`src/rtl/dmac_regs_pkg.sv`:
```
package dmac_regs_pkg;

  localparam int DATA_W = 8;
  localparam int REG_W  = 16;

  // control offsets, relative to the first offset after the channel ports
  localparam int CTL_CMD   = 0;
  localparam int CTL_SMASK = 1;
  localparam int CTL_MODE  = 2;
  localparam int CTL_PCLR  = 3;
  localparam int CTL_MCLR  = 4;
  localparam int CTL_MALL  = 5;
  localparam int CTL_COUNT = 6;

  typedef enum logic [1:0] {
    XF_VERIFY   = 2'b00,
    XF_TO_DEV   = 2'b01,
    XF_FROM_DEV = 2'b10,
    XF_ILLEGAL  = 2'b11
  } xfer_e;

  typedef enum logic [1:0] {
    KD_DEMAND  = 2'b00,
    KD_SINGLE  = 2'b01,
    KD_BLOCK   = 2'b10,
    KD_CASCADE = 2'b11
  } kind_e;

  // field order matches mode word bits 7..2
  typedef struct packed {
    kind_e kind;
    logic  down;
    logic  reload;
    xfer_e xfer;
  } chan_mode_t;

  localparam int MODE_W = $bits(chan_mode_t);

  function automatic logic [REG_W-1:0] put_byte(input logic [REG_W-1:0] old,
                                                input logic hi,
                                                input logic [DATA_W-1:0] b);
    logic [REG_W-1:0] r;
    r = old;
    if (hi) r[REG_W-1:DATA_W] = b;
    else    r[DATA_W-1:0]     = b;
    return r;
  endfunction

  function automatic logic [DATA_W-1:0] get_byte(input logic [REG_W-1:0] v,
                                                 input logic hi);
    return hi ? v[REG_W-1:DATA_W] : v[DATA_W-1:0];
  endfunction

  function automatic chan_mode_t unpack_mode(input logic [MODE_W-1:0] bits);
    return chan_mode_t'(bits);
  endfunction

endpackage

```
`src/rtl/dmac_port_decode.sv`:
```
module dmac_port_decode
  import dmac_regs_pkg::*;
#(
  parameter int NUM_CH = 4,
  parameter int PA_W   = 4,
  localparam int CH_W  = $clog2(NUM_CH)
) (
  input  logic            clk,
  input  logic            rst_n,
  input  logic            io_wr,
  input  logic            io_rd,
  input  logic [PA_W-1:0] io_port,
  output logic            reg_acc,
  output logic            reg_wr,
  output logic            reg_rd,
  output logic [CH_W-1:0] ch_idx,
  output logic            is_cnt,
  output logic            cmd_wr,
  output logic            cmd_rd,
  output logic            smask_wr,
  output logic            mode_wr,
  output logic            ptr_clr,
  output logic            mclr_wr,
  output logic            mall_wr,
  output logic            unused_wr
);

  localparam int CTRL_BASE = 2 * NUM_CH;

  logic is_reg_port;
  logic [CTL_COUNT-1:0] ctl_hit;

  assign is_reg_port = (io_port < PA_W'(CTRL_BASE));
  assign ch_idx      = io_port[CH_W:1];
  assign is_cnt      = io_port[0];

  for (genvar k = 0; k < CTL_COUNT; k++) begin : g_ctl
    assign ctl_hit[k] = (io_port == PA_W'(CTRL_BASE + k));
  end

  assign reg_wr    = io_wr && is_reg_port;
  assign reg_rd    = io_rd && !io_wr && is_reg_port;
  assign reg_acc   = reg_wr || reg_rd;
  assign cmd_wr    = io_wr && ctl_hit[CTL_CMD];
  assign cmd_rd    = io_rd && ctl_hit[CTL_CMD];
  assign smask_wr  = io_wr && ctl_hit[CTL_SMASK];
  assign mode_wr   = io_wr && ctl_hit[CTL_MODE];
  assign ptr_clr   = io_wr && ctl_hit[CTL_PCLR];
  assign mclr_wr   = io_wr && ctl_hit[CTL_MCLR];
  assign mall_wr   = io_wr && ctl_hit[CTL_MALL];
  assign unused_wr = io_wr && !is_reg_port && !(|ctl_hit);

  // at most one write target is decoded per cycle
  p_one_target_r11: assert property (@(posedge clk) disable iff (!rst_n)
    $onehot0({reg_wr, cmd_wr, smask_wr, mode_wr, ptr_clr, mclr_wr, mall_wr, unused_wr}));

endmodule

```
`src/rtl/dmac_byte_ptr.sv`:
```
module dmac_byte_ptr (
  input  logic clk,
  input  logic rst_n,
  input  logic step,
  input  logic clr,
  output logic hi
);

  logic hi_q;

  always_ff @(posedge clk or negedge rst_n) begin
    if (!rst_n)    hi_q <= 1'b0;
    else if (clr)  hi_q <= 1'b0;
    else if (step) hi_q <= !hi_q;
  end

  assign hi = hi_q;

  // each register access flips the pointer
  p_ptr_step_r3: assert property (@(posedge clk) disable iff (!rst_n)
    (step && !clr) |=> (hi != $past(hi)));

  // the clear port returns the pointer to the low byte
  p_ptr_clear_r4: assert property (@(posedge clk) disable iff (!rst_n)
    clr |=> !hi);

  // without access or clear the pointer holds
  p_ptr_hold_r11: assert property (@(posedge clk) disable iff (!rst_n)
    (!step && !clr) |=> $stable(hi));

endmodule

```
`src/rtl/dmac_chan_regs.sv`:
```
module dmac_chan_regs
  import dmac_regs_pkg::*;
(
  input  logic              clk,
  input  logic              rst_n,
  input  logic              addr_we,
  input  logic              cnt_we,
  input  logic              hi_sel,
  input  logic [DATA_W-1:0] wr_byte,
  input  logic              mode_we,
  input  logic [MODE_W-1:0] mode_bits,
  output logic [REG_W-1:0]  base_addr,
  output logic [REG_W-1:0]  cur_addr,
  output logic [REG_W-1:0]  base_cnt,
  output logic [REG_W-1:0]  cur_cnt,
  output chan_mode_t        mode
);

  logic [REG_W-1:0] base_addr_q, cur_addr_q, base_cnt_q, cur_cnt_q;
  chan_mode_t       mode_q;

  always_ff @(posedge clk or negedge rst_n) begin
    if (!rst_n) begin
      base_addr_q <= '0;
      cur_addr_q  <= '0;
    end else if (addr_we) begin
      base_addr_q <= put_byte(base_addr_q, hi_sel, wr_byte);
      cur_addr_q  <= put_byte(cur_addr_q, hi_sel, wr_byte);
    end
  end

  always_ff @(posedge clk or negedge rst_n) begin
    if (!rst_n) begin
      base_cnt_q <= '0;
      cur_cnt_q  <= '0;
    end else if (cnt_we) begin
      base_cnt_q <= put_byte(base_cnt_q, hi_sel, wr_byte);
      cur_cnt_q  <= put_byte(cur_cnt_q, hi_sel, wr_byte);
    end
  end

  always_ff @(posedge clk or negedge rst_n) begin
    if (!rst_n)       mode_q <= '0;
    else if (mode_we) mode_q <= unpack_mode(mode_bits);
  end

  assign base_addr = base_addr_q;
  assign cur_addr  = cur_addr_q;
  assign base_cnt  = base_cnt_q;
  assign cur_cnt   = cur_cnt_q;
  assign mode      = mode_q;

  // a low-byte address write lands in the low byte of the current copy
  p_addr_lo_r2: assert property (@(posedge clk) disable iff (!rst_n)
    (addr_we && !hi_sel) |=> (cur_addr[DATA_W-1:0] == $past(wr_byte)));

  // a high-byte count write lands in the high byte of the base copy
  p_cnt_hi_r2: assert property (@(posedge clk) disable iff (!rst_n)
    (cnt_we && hi_sel) |=> (base_cnt[REG_W-1:DATA_W] == $past(wr_byte)));

  // a mode write stores the upper mode bits unchanged
  p_mode_store_r6: assert property (@(posedge clk) disable iff (!rst_n)
    mode_we |=> (mode == $past(mode_bits)));

  // without a mode write the mode holds
  p_mode_hold_r6: assert property (@(posedge clk) disable iff (!rst_n)
    !mode_we |=> $stable(mode));

endmodule

```
`src/rtl/dmac_mask_ctrl.sv`:
```
module dmac_mask_ctrl #(
  parameter int NUM_CH = 4,
  localparam int CH_W  = $clog2(NUM_CH)
) (
  input  logic              clk,
  input  logic              rst_n,
  input  logic              single_we,
  input  logic [CH_W-1:0]   single_ch,
  input  logic              single_val,
  input  logic              clear_all,
  input  logic              load_all,
  input  logic [NUM_CH-1:0] load_val,
  output logic [NUM_CH-1:0] mask
);

  logic [NUM_CH-1:0] mask_q;
  logic [NUM_CH-1:0] single_next;

  always_comb begin
    single_next = mask_q;
    single_next[single_ch] = single_val;
  end

  always_ff @(posedge clk or negedge rst_n) begin
    if (!rst_n)         mask_q <= '1;
    else if (clear_all) mask_q <= '0;
    else if (load_all)  mask_q <= load_val;
    else if (single_we) mask_q <= single_next;
  end

  assign mask = mask_q;

  // the selected channel takes the written value
  p_single_bit_r7: assert property (@(posedge clk) disable iff (!rst_n)
    (single_we && !clear_all && !load_all) |=> (mask[$past(single_ch)] == $past(single_val)));

  // exactly the selected bit may change
  p_single_other_r7: assert property (@(posedge clk) disable iff (!rst_n)
    (single_we && !clear_all && !load_all) |=> ($countones(mask ^ $past(mask)) <= 1));

  // clear-all leaves every channel unmasked
  p_clear_all_r8: assert property (@(posedge clk) disable iff (!rst_n)
    clear_all |=> (mask == '0));

  // load-all copies the written bits
  p_load_all_r9: assert property (@(posedge clk) disable iff (!rst_n)
    (load_all && !clear_all) |=> (mask == $past(load_val)));

endmodule

```
`src/rtl/dmac_regfile.sv`:
```
module dmac_regfile
  import dmac_regs_pkg::*;
#(
  parameter int NUM_CH = 4,
  parameter int PA_W   = 4
) (
  input  logic                    clk,
  input  logic                    rst_n,
  input  logic                    io_wr,
  input  logic                    io_rd,
  input  logic [PA_W-1:0]         io_port,
  input  logic [7:0]              io_wdata,
  output logic [7:0]              io_rdata,
  output logic [NUM_CH*16-1:0]    base_addr_o,
  output logic [NUM_CH*16-1:0]    cur_addr_o,
  output logic [NUM_CH*16-1:0]    base_cnt_o,
  output logic [NUM_CH*16-1:0]    cur_cnt_o,
  output logic [NUM_CH*2-1:0]     xfer_type_o,
  output logic [NUM_CH*2-1:0]     xfer_kind_o,
  output logic [NUM_CH-1:0]       auto_init_o,
  output logic [NUM_CH-1:0]       addr_dec_o,
  output logic [NUM_CH-1:0]       chan_mask_o,
  output logic                    dma_en_o
);

  localparam int CH_W    = $clog2(NUM_CH);
  localparam int OFF_BIT = 2;  // command bit that stops all transfers

  // decoded events, named for the assertions
  logic            reg_acc, reg_wr, reg_rd, is_cnt;
  logic [CH_W-1:0] ch_idx;
  logic            cmd_wr, cmd_rd, smask_wr, mode_wr, ptr_clr, mclr_wr, mall_wr, unused_wr;
  logic            ptr_hi;
  logic [DATA_W-1:0] cmd_q;

  logic [REG_W-1:0] cur_addr_a [NUM_CH];
  logic [REG_W-1:0] cur_cnt_a  [NUM_CH];

  dmac_port_decode #(.NUM_CH(NUM_CH), .PA_W(PA_W)) u_decode (
    .clk(clk), .rst_n(rst_n),
    .io_wr(io_wr), .io_rd(io_rd), .io_port(io_port),
    .reg_acc(reg_acc), .reg_wr(reg_wr), .reg_rd(reg_rd),
    .ch_idx(ch_idx), .is_cnt(is_cnt),
    .cmd_wr(cmd_wr), .cmd_rd(cmd_rd), .smask_wr(smask_wr), .mode_wr(mode_wr),
    .ptr_clr(ptr_clr), .mclr_wr(mclr_wr), .mall_wr(mall_wr), .unused_wr(unused_wr)
  );

  dmac_byte_ptr u_ptr (
    .clk(clk), .rst_n(rst_n), .step(reg_acc), .clr(ptr_clr), .hi(ptr_hi)
  );

  for (genvar c = 0; c < NUM_CH; c++) begin : g_chan
    logic       addr_we_c, cnt_we_c, mode_we_c;
    chan_mode_t mode_c;

    assign addr_we_c = reg_wr && !is_cnt && (ch_idx == CH_W'(c));
    assign cnt_we_c  = reg_wr &&  is_cnt && (ch_idx == CH_W'(c));
    assign mode_we_c = mode_wr && (io_wdata[CH_W-1:0] == CH_W'(c));

    dmac_chan_regs u_chan (
      .clk(clk), .rst_n(rst_n),
      .addr_we(addr_we_c), .cnt_we(cnt_we_c), .hi_sel(ptr_hi), .wr_byte(io_wdata),
      .mode_we(mode_we_c), .mode_bits(io_wdata[DATA_W-1:DATA_W-MODE_W]),
      .base_addr(base_addr_o[c*REG_W +: REG_W]),
      .cur_addr(cur_addr_a[c]),
      .base_cnt(base_cnt_o[c*REG_W +: REG_W]),
      .cur_cnt(cur_cnt_a[c]),
      .mode(mode_c)
    );

    assign cur_addr_o[c*REG_W +: REG_W] = cur_addr_a[c];
    assign cur_cnt_o[c*REG_W +: REG_W]  = cur_cnt_a[c];
    assign xfer_type_o[c*2 +: 2] = mode_c.xfer;
    assign xfer_kind_o[c*2 +: 2] = mode_c.kind;
    assign auto_init_o[c]        = mode_c.reload;
    assign addr_dec_o[c]         = mode_c.down;
  end

  dmac_mask_ctrl #(.NUM_CH(NUM_CH)) u_mask (
    .clk(clk), .rst_n(rst_n),
    .single_we(smask_wr), .single_ch(io_wdata[CH_W-1:0]), .single_val(io_wdata[CH_W]),
    .clear_all(mclr_wr), .load_all(mall_wr), .load_val(io_wdata[NUM_CH-1:0]),
    .mask(chan_mask_o)
  );

  always_ff @(posedge clk or negedge rst_n) begin
    if (!rst_n)      cmd_q <= '0;
    else if (cmd_wr) cmd_q <= io_wdata;
  end

  assign dma_en_o = !cmd_q[OFF_BIT];

  always_comb begin
    io_rdata = '0;
    if (reg_rd)
      io_rdata = get_byte(is_cnt ? cur_cnt_a[ch_idx] : cur_addr_a[ch_idx], ptr_hi);
    else if (cmd_rd)
      io_rdata = cmd_q;
  end

  // writing the disable bit drops the enable
  p_cmd_off_r10: assert property (@(posedge clk) disable iff (!rst_n)
    (cmd_wr && io_wdata[OFF_BIT]) |=> !dma_en_o);

  // writing with the disable bit clear raises the enable
  p_cmd_on_r10: assert property (@(posedge clk) disable iff (!rst_n)
    (cmd_wr && !io_wdata[OFF_BIT]) |=> dma_en_o);

  // unused offsets touch neither mask nor command
  p_unused_quiet_r11: assert property (@(posedge clk) disable iff (!rst_n)
    unused_wr |=> ($stable(chan_mask_o) && $stable(dma_en_o) && $stable(cur_addr_o)));

  // reads outside the readable ports return zero
  p_idle_read_r11: assert property (@(posedge clk) disable iff (!rst_n)
    (io_rd && !io_wr && !reg_rd && !cmd_rd) |-> (io_rdata == '0));

endmodule

```
`config.mk`:
```
export PLATFORM = sky130hd
export DESIGN_NAME = dmac_regfile
export DESIGN_NICKNAME = d
export VERILOG_FILES = /design/src/rtl/dmac_regs_pkg.sv /design/src/rtl/dmac_port_decode.sv /design/src/rtl/dmac_byte_ptr.sv /design/src/rtl/dmac_chan_regs.sv /design/src/rtl/dmac_mask_ctrl.sv /design/src/rtl/dmac_regfile.sv
export SDC_FILE = /design/constraint.sdc
export NUM_CORES = 1
export LEC_CHECK = 0
export ABC_CLOCK_PERIOD_IN_PS = 2300
export BUFFER_PORTS_ARGS = -buffer_cell sky130_fd_sc_hd__buf_2
export CAP_MARGIN = 20
export CORE_UTILIZATION = 30
export CTS_CLUSTER_SIZE = 40
export DETAILED_ROUTE_END_ITERATION = 16
export GPL_TIMING_DRIVEN = 0
export HOLD_SLACK_MARGIN = 0.03
export PLACE_DENSITY = 0.53
export SETUP_SLACK_MARGIN = 0.5
export SYNTH_ARGS = -nofsm -noshare
export SYNTH_HDL_FRONTEND = slang
export SYNTH_SLANG_ARGS = --single-unit
```
`constraint.sdc`:
```
create_clock -name clk -period 2.3 [get_ports clk]
set_input_delay 0.115 -clock clk [delete_from_list [all_inputs] [get_ports clk]]
set_output_delay 0.115 -clock clk [all_outputs]
set_load 0.005 [all_outputs]
```
==> impl_metrics.env <==
export IMPL_status="finished, final reports clean"
export IMPL_synth_top_cell_area_share_pct=46.98
export IMPL_synth_edff_count=0
export IMPL_critPathBufInv=1
export IMPL_design_die_area_sq_um=29270
export IMPL_critical_path_cell_chain="mux4_2 > a32o_2 > a211o_1 > buf_2"
export IMPL_cpPeakStageDelay_ns=0.52
export IMPL_yosys_cell_types_count=47
export IMPL_leakage_nw=6.292
export IMPL_viasPerCell=4.649
export IMPL_synth_seq_area_share_pct=48.21
export IMPL_critical_path_endpoint_type="output port"
export IMPL_finalNetCount=1088
export IMPL_finalSetupViolCount=0
export IMPL_synthesis_yosys_warnings=0
export IMPL_criticalPathCategory="flop to output port"
export IMPL_area_growth_pct=40.41
export IMPL_path_clk_slew_ns=0.07
export IMPL_grt_start_max_net_pins=87
export IMPL_hold_path_class="primary input to flop"
export IMPL_max_cap_violations=0
export IMPL_leading_post_synthesis_cells_by_instance_count="mux2_2 (170), dfrtp_1 (161), buf_4 (131)"
export IMPL_grt_first_pass_wirelength_mm=42.91
export IMPL_total_power_mw=11.16
export IMPL_slew_headroom_pct=44.31
export IMPL_cp_data_arrival_time_ns=2.03
export IMPL_most_frequently_used_cell_type_in_the_post_synthesis_netlist="mux2_2"
export IMPL_cts_sinks=165
export IMPL_final_min_clock_period_ns=2.146
export IMPL_max_freq_mhz=466.0
export IMPL_synthesis_nets=696
export IMPL_antenna_found_initial=1
export IMPL_initial_utilization_pct=30.70
export IMPL_globalRoute_totalOverflow=0
export IMPL_vias=6811
export IMPL_unrepaired_setup_endpoints_after_global_routing="yes"
export IMPL_finalHoldViolations=0
export IMPL_detailed_place_area_sq_um=10610
export IMPL_post_dp_hpwl_mm=21.35
export IMPL_worst_clock_skew_ns=0.004072
export IMPL_final_critical_path_setup_slack_ns=0.1540
export IMPL_layout_cell_share_with_drive_strength_beyond_1_pct=71.61
export IMPL_number_of_global_route_vias_before_repair=6534
export IMPL_detailedRoute_firstPassIterationCount=4
export IMPL_pre_cts_ws_ns=-0.1624
export IMPL_globalRouteTotalUtil_pct=20.53
export IMPL_post_route_cell_area_sq_um=12040
export IMPL_fillers=2746
export IMPL_critPathTopFamily="compound AO/OA/AOI/OAI gates"
export IMPL_dr_first_iter_drc_count=286
export IMPL_cts_tree="yes"
export IMPL_gp_routability_congestion=0.8787
export IMPL_timing_worst_slew_pin_value_ns=0.8353
export IMPL_final_core_utilization_pct=43.11
export IMPL_clockBufferDepth=2
export IMPL_synth_avg_cell_area_sq_um=12.61
export IMPL_io_buffer_count=304
export IMPL_num_io_pins=309
export IMPL_synthDominantAreaCellType="dfrtp_1"
export IMPL_postRouteAntennaNets=0
export IMPL_htreeDepth=4
export IMPL_final_period_utilization_pct=93.31
export IMPL_proportion_of_register_bits_with_asynchronous_set_or_reset_after_synthesis_pct=100.0
export IMPL_vdd_drop_max_uv=506.4
export IMPL_timing_max_transition_violations_final=0
export IMPL_sum_of_negative_setup_slack_ns=0
export IMPL_number_of_remaining_drc_errors=0
export IMPL_flip_flop_and_latch_count_after_synthesis=165
export IMPL_ys_flop_type="dfrtp_1"
export IMPL_worstSetupStartpointType="flop"
export IMPL_die_h_um=171.1
export IMPL_placementRows=61
export IMPL_detail_route_wl_per_cell_um=20.34
export IMPL_synth_top_cells_by_area="dfrtp_1 (47%), mux2_2 (22%), buf_4 (11%), mux4_2 (3.9%), nand2_1 (1.4%)"
export IMPL_worst_path_max_delay_cell="mux4_2"
export IMPL_route_final_wire_length_mm=29.79
export IMPL_post_synth_inst_count=680
export IMPL_clk_latency_ns=0.43
export IMPL_core_area_sq_um=27930
export IMPL_syn_cell_area_sq_um=8576
export IMPL_die_width_um=171.1
export IMPL_numCtsBuffers=17
export IMPL_worstPathRequired_ns=2.18
export IMPL_power_density_nw_per_um2=927.1
export IMPL_cts_root_buf="clkbuf_16"
export IMPL_critical_path_max_fanout=2
## layout make-up
| class | count | area (sq um) | area share (%) |
|---|---|---|---|
| antenna | 2 | 5.005 | 0.04156 |
| clock buffer | 18 | 439.2 | 3.647 |
| clock inverter | 14 | 166.4 | 1.382 |
| inverter | 5 | 18.77 | 0.1559 |
| multi-input combinational | 341 | 3521 | 29.24 |
| tap | 378 | 473.0 | 3.928 |
| buffer | 169 | 1169 | 9.705 |
| timing repair buffer | 373 | 2113 | 17.55 |
| sequential | 165 | 4136 | 34.35 |
## through the flow
step,hold slack [ns],std cells
after floorplan,-0.1806,680
after global placement,0.3552,1362
after detailed placement,0.1588,1363
after CTS,0.06586,1450
after global routing,0.08925,1464
final,0.08687,1465
## where the power goes
| group | switching (mW) | total [mW] | internal [mW] | leakage, nW |
|---|---|---|---|---|
| Combinational | 1.51 | 4.01 | 2.49 | 3.90 |
| Clock | 1.32 | 2.98 | 1.66 | 0.288 |
| Sequential | 0.599 | 4.17 | 3.57 | 2.11 |
| Total | 3.43 | 11.2 | 7.73 | 6.29 |
## kinds of logic (layout without fill, tap and decap cells)
kind of cell,Yosys count,count (layout),share of synthesized area [%]
muxes,194,194,27.31
buffers and inverters,174,579,13.71
DFF,165,165,48.21
and+or+nand+nor,87,87,5.763
AOI/OAI and AO/OA,60,60,5.005
other,0,2,0
## worst register-to-register path, stage by stage (launching register included)
cell and delay [ns]:
dfrtp_1 0.34, buf_6 0.12, buf_4 0.12, nand4_1 0.29
nor2b_1 0.22, buf_2 0.28, mux2_2 0.37
## placed cells by master (no fill, tap or decap), drive strengths merged, types with 4 or more instances in the layout
| cell | instances |
|---|---|
| inv | 11 |
| mux2i | 9 |
| a221o | 6 |
| a211oi | 6 |
| clkbuf | 39 |
| nand2 | 34 |
| nor2b | 11 |
| nand4 | 5 |
| mux4 | 15 |
| a21oi | 12 |
| a2111oi | 4 |
| nand3 | 7 |
| nand2b | 4 |
| nor3 | 4 |
| dfstp | 4 |
| nor2 | 11 |
| dfrtp | 161 |
| buf | 514 |
| o21ai | 6 |
| mux2 | 170 |
| o22ai | 9 |
| dlygate4sd3 | 7 |
## sequential cells by signal, indices dropped and copies added (netlist names)
signal	count
g_chan.u_chan.cur_cnt	40
g_chan.u_chan.base_addr	32
g_chan.u_chan.cur_addr	32
g_chan.u_chan.base_cnt	24
g_chan.u_chan.mode	24
cmd_q	8
u_mask.mask	4
u_ptr.hi	1
## metal layers
layer,up-vias,share of wire [%],track usage [%]
li1,3086,-,-
met1,3482,45,27.60
met2,220,50,34.55
met3,23,3.9,2.730
met4,0,1.3,5.512
met5,-,0,0
## worst paths after layout
check / cells past startpoint / end / startpoint / slack (ns)
min in group asynchronous: 2 / g_chan[2].u_chan.cur_cnt[6]$_DFFE_PN0P_ / rst_n / 0.27
worst min register to register: 2 / u_mask.mask[2]$_DFFE_PN1P_ / u_mask.mask[2]$_DFFE_PN1P_ / 0.49
max in group asynchronous: 3 / g_chan[1].u_chan.cur_addr[7]$_DFFE_PN0P_ / rst_n / 1.14
worst max register to register: 6 / g_chan[2].u_chan.base_cnt[15]$_DFFE_PN0P_ / u_ptr.hi$_DFFE_PN0P_ / 0.44
worst min-delay path: 3 / g_chan[3].u_chan.cur_addr[2]$_DFFE_PN0P_ / io_wdata[2] / 0.09
worst max-delay path: 4 / io_rdata[3] / g_chan[3].u_chan.cur_cnt[3]$_DFFE_PN0P_ / 0.15
## repair_timing
action	4_1_cts	5_1_grt
pin swaps	10	11
endpoints found under the hold margin	86	0
buffers inserted	48	13
hold buffers	7	0
setup endpoints to repair	55	58
cloned	0	0
resized for setup	40	17
Note: power is estimated with default switching activity, not from simulation.
